File: config.mk
export PLATFORM = sky130hd
export DESIGN_NAME = tx_event_walker
export DESIGN_NICKNAME = d
export VERILOG_FILES = /design/src/rtl/tx_event_walker.sv
export SDC_FILE = /design/constraint.sdc
export NUM_CORES = 1
export LEC_CHECK = 0
export ABC_AREA = 1
export BUFFER_PORTS_ARGS = -buffer_cell sky130_fd_sc_hd__buf_4
export CAP_MARGIN = 20
export CORE_MARGIN = 10
export CORE_UTILIZATION = 50
export CTS_CLUSTER_SIZE = 30
export DETAILED_ROUTE_END_ITERATION = 10
export PLACE_DENSITY = 0.78
export REMOVE_ABC_BUFFERS = 1
export SLEW_MARGIN = 20
export SYNTH_ARGS = -nofsm -noshare
export SYNTH_HDL_FRONTEND = slang
export SYNTH_SLANG_ARGS = --single-unit
File: constraint.sdc
create_clock -name clk -period 2.4 [get_ports clk]
set_clock_uncertainty 0.2 [all_clocks]
set_input_delay 0.12 -clock clk [delete_from_list [all_inputs] [get_ports clk]]
set_output_delay 0.12 -clock clk [all_outputs]
set_load 0.01 [all_outputs]
File: src/rtl/tx_event_walker.sv
module tx_event_walker #(
  parameter int ADDR_W = 16,
  parameter int DATA_W = 16,
  parameter int EV_W   = 8,
  parameter int EXP_W  = 3,
  parameter int FR_W   = 8
) (
  input  logic              clk,
  input  logic              rst_n,
  input  logic              frame_tick,
  input  logic [ADDR_W-1:0] cfg_base,
  input  logic [EV_W-1:0]   cfg_frame_events,
  input  logic [EXP_W-1:0]  cfg_read_exp,
  input  logic [FR_W-1:0]   cfg_frames,
  input  logic              cfg_initialised,
  output logic              mem_rd_en,
  output logic [ADDR_W-1:0] mem_rd_addr,
  input  logic [DATA_W-1:0] mem_rd_data,
  output logic              req_valid,
  input  logic              req_ready,
  output logic [19:0]       req_addr,
  output logic [3:0]        req_sched,
  output logic              busy,
  output logic              overrun
);
  localparam int CNT_W = 1 << EXP_W;

  typedef enum logic [2:0] {S_IDLE, S_RD0, S_W0, S_W1, S_REQ} st_t;
  st_t state;

  logic [CNT_W-1:0]  ev_idx;
  logic [FR_W-1:0]   frame_idx;
  logic [ADDR_W-1:0] frame_off;
  logic [5:0]        w0;
  logic              started;

  logic [CNT_W-1:0]  last_idx;
  logic [ADDR_W-1:0] stride, ev_addr;
  logic              valid_ev, fire, advance, last_ev, wrap;

  assign last_idx  = (CNT_W'(1) << cfg_read_exp) - CNT_W'(1);
  assign stride    = ADDR_W'({cfg_frame_events, 1'b0});
  assign ev_addr   = cfg_base + frame_off + ADDR_W'({ev_idx, 1'b0});
  assign valid_ev  = w0[5:2] != 4'hF;
  assign fire      = valid_ev && (cfg_initialised || started || w0[0]);
  assign advance   = (state == S_W1 && !fire) || (state == S_REQ && req_ready);
  assign last_ev   = ev_idx == last_idx;
  assign wrap      = (FR_W'(frame_idx + 1'b1) >= cfg_frames) || (frame_idx == '1);

  assign mem_rd_en   = (state == S_RD0) || (state == S_W0);
  assign mem_rd_addr = ev_addr + ADDR_W'(state == S_W0);
  assign busy        = state != S_IDLE;

  always_ff @(posedge clk) begin
    if (!rst_n) begin
      state     <= S_IDLE;
      ev_idx    <= '0;
      frame_idx <= '0;
      frame_off <= '0;
      w0        <= '0;
      started   <= 1'b0;
      overrun   <= 1'b0;
      req_valid <= 1'b0;
      req_addr  <= '0;
      req_sched <= '0;
    end else begin
      if (frame_tick && state != S_IDLE) overrun <= 1'b1;
      case (state)
        S_IDLE: if (frame_tick) begin
          ev_idx <= '0;
          state  <= S_RD0;
        end
        S_RD0: state <= S_W0;
        S_W0: begin
          w0    <= mem_rd_data[5:0];
          state <= S_W1;
        end
        S_W1: begin
          if (w0[0]) started <= 1'b1;
          if (fire) begin
            req_valid <= 1'b1;
            req_addr  <= {mem_rd_data[14:0], 5'b00000};
            req_sched <= w0[5:2];
            state     <= S_REQ;
          end
        end
        S_REQ: if (req_ready) req_valid <= 1'b0;
        default: state <= S_IDLE;
      endcase
      if (advance) begin
        if (last_ev) begin
          state <= S_IDLE;
          if (wrap) begin
            frame_idx <= '0;
            frame_off <= '0;
          end else begin
            frame_idx <= frame_idx + 1'b1;
            frame_off <= frame_off + stride;
          end
        end else begin
          ev_idx <= ev_idx + 1'b1;
          state  <= S_RD0;
        end
      end
    end
  end


  req_hold_chk: assert property (@(posedge clk) disable iff (!rst_n)
    req_valid && !req_ready |=> req_valid && $stable(req_addr) && $stable(req_sched));


  stall_chk: assert property (@(posedge clk) disable iff (!rst_n)
    req_valid |-> !mem_rd_en);


  no_invalid_req_chk: assert property (@(posedge clk) disable iff (!rst_n)
    req_valid |-> req_sched != 4'hF);


  addr_align_chk: assert property (@(posedge clk) disable iff (!rst_n)
    req_valid |-> req_addr[4:0] == 5'd0);


  overrun_sticky_chk: assert property (@(posedge clk) disable iff (!rst_n)
    overrun |=> overrun);


  overrun_cause_chk: assert property (@(posedge clk) disable iff (!rst_n)
    $rose(overrun) |-> $past(frame_tick && busy));

endmodule

==> metrics <==
status=finished with violations; failing checks=setup timing; Synth cell types=35; met3 Use GR=7.02%; Final ANT Viol Nets=0; Die ar.=13100 um^2; I/O Pins=100; routing usage on met1=24.0%; Final Wtd Congestion=0.916; final setup fails=37; crit path from=ev_idx[0]$_SDFF_PN0_; # rows=34; share of cells above drive strength 1=35.6%; gr usage total=21.9%; Max Clk Rate=332 MHz; die extent in y=114 um; most common cell after layout, fill and taps aside=buf_4; setup repair after global routing missed its margin=yes; post-synthesis sequential area ratio=27.4%; ANT cells=0; CTS Sinks=61; Die Wd=114 um; HPWL after DPL=10.3 mm; largest area contributor in the netlist=dfxtp_1; Hold Slack=0.0381 ns; Placed Instances=901; peak supply drop=0.501 mV; r2r worst-path depth=15; Reg clk slew, reported paths=0.07 ns; gr busiest metal=met2; worst-path maximum fanout=2; YS warnings=0; PnR worst setup slack=-0.614 ns; Hold Path Class=primary input to register; Core ar.=8680 um^2; Area Overhead vs Synth=52.3%; Cells after Synth=656; first-pass GRT wire length=24.0 mm; Max Root-Sink Buffers=2; Worst setup SP type=register; Slew Viols, Final=0; area of the mapped netlist=4460 um^2; pre-CTS setup slack=-0.353 ns; Design Power=2.76 mW; total CTS buffers=9; Seq cells post-synth=61; Final Hold Fails=0; hold path depth=4; Async SR Flop Fraction=0%; final cell count without fillers=960; CP required=2.08 ns; Synth top area share=27.4%; Hold Path End=frame_off[2]$_SDFFE_PN0P_; 1st-pass router iterations=7; grt ovf=0; CP Class=register to primary output; crit path capture type=primary output; vias in the first global route=5184; hold wc startpoint=cfg_frame_events[1]; Lkg Pwr=3.25 nW; max-cap violations=0; commonest non-fill, non-tap cells in the layout=buf_4, nand2_1, inv_1; CP Data Arrival Time=2.69 ns; post-layout min period=3.01 ns; fin nets=952; Critical R2R Launch=frame_idx[2]$_SDFFE_PN0P_; CTS root buffer=clkbuf_8; PwrDens=407 nW/um^2; top_reg_cell synth=dfxtp_1; IO Port Bufs=93; H-tree Lvls=3; top area cells in the synthesized netlist=dfxtp_1, nand2_1, ha_1, a21oi_1, nand3_1; R2R setup slack=-0.23 ns; final wirelength=15.3 mm; Post-synth EDFFs=0; drt wl/cell=16.0 um; vias after detailed routing=5152; initial core utilization=51.3%; syn_area_per_cell=6.79 um^2; Iter 0 DRT Violations=275; clk_lat worst skew=0.35 ns; CTS tree=yes; initial antenna violation count=0; largest net degree at the start of global routing=24; period utilisation layout=126%; M2 GR Usage=38.5%; post-route DRC violation count=0; Via-to-Cell Ratio=5.37; reg2reg end=frame_idx[3]$_SDFFE_PN0P_
[report_power, final]
part	internal [mW]	switching [mW]
Combinational	0.309	0.334
Clock	0.590	0.461
Sequential	1.04	0.0263
Total	1.94	0.821
[cells by family (layout without fill, tap and decap cells)]
group	count (synthesis)	after routing	share of synthesized area, %
compound gates	98	98	11.5
other cells	1	5	0.0842
fa+ha+maj	49	49	15.4
xor+xnor	24	24	4.72
simple gates	326	327	31.8
buf+inv	97	288	9.07
flops	61	61	27.4
[synthesized netlist by cell type (2+ instances only)]
master and count:
inv_1 73, inv_2 3, nor2_2 4, nor3_1 5, ha_1 39, nor2_1 64, or2_2 2, a21o_1 2
xnor2_1 9, fa_1 10, nand2_1 164, xor2_1 15, o21ai_0 22, buf_6 2, a21oi_1 68, buf_4 6
nand2_2 2, nand3_1 57, buf_2 2, nand4_1 18, clkbuf_1 10, nand3b_1 6, dfxtp_1 61
[cell type report]
| class | instances | area, um^2 |
|---|---|---|
| Sequential cell | 61 | 1240 |
| Fill cell | 559 | 1890 |
| Clock buffer | 9 | 124 |
| Tap cell | 108 | 135 |
| Timing Repair Buffer | 195 | 1590 |
| Clock inverter | 7 | 97.6 |
| Multi-Input combinational cell | 503 | 3310 |
| Inverter | 77 | 289 |
[what timing repair did]
action | in CTS | in global routing
gates cloned | 1 | 0
hold buffers | 21 | 0
setup buffers | 21 | 7
pin swaps | 40 | 38
setup endpoints to repair | 37 | 37
resized for setup | 82 | 60
hold endpoints to repair | 30 | 0
[flip-flops by register name, indices dropped and copies added, names as in the netlist, 3 cells and up]
register   flops
req_sched      4
frame_idx      8
state          3
frame_off     15
w0             5
ev_idx         8
req_addr      15
[per-layer routing]
layer	part of all wire, %	wire length (um)	vias up
li1	-	-	2512
met5	0	0	-
met2	51	7800	205
met3	7.9	1210	45
met1	39	5910	2390
met4	2.7	410	0
[critical path, stage by stage (launching register included)]
cell and delay (ns):
dfxtp_2 0.33, fa_1 0.51, ha_2 0.19, inv_2 0.04, fa_2 0.35, inv_2 0.06, nand3_2 0.06, nand2_2 0.10
a21boi_2 0.08, buf_4 0.15, buf_4 0.12, buf_6 0.11, xnor2_2 0.11, buf_4 0.14
[how the worst max path moves through the flow]
stage / endpoint / slack [ns] / cells after the start
6_report: mem_rd_addr[7] / -0.61 / 13
4_1_cts: mem_rd_addr[15] / -0.56 / 14
2_1_floorplan: mem_rd_addr[11] / -0.34 / 12
3_3_place_gp: mem_rd_addr[11] / -0.30 / 13
3_5_place_dp: mem_rd_addr[11] / -0.35 / 13
5_1_grt: mem_rd_addr[15] / -0.72 / 14
[stage by stage]
stage	utilization, %	instance area, um^2	setup TNS (ns)
2_1_floorplan	-	4360	-5.69
3_3_place_gp	65.0	5640	-5.06
3_5_place_dp	65.0	5640	-6.64
4_1_cts	75.1	6520	-6.44
5_1_grt	78.2	6790	-11.51
6_report	78.2	6790	-8.12
(Power assumes the default switching activity.)
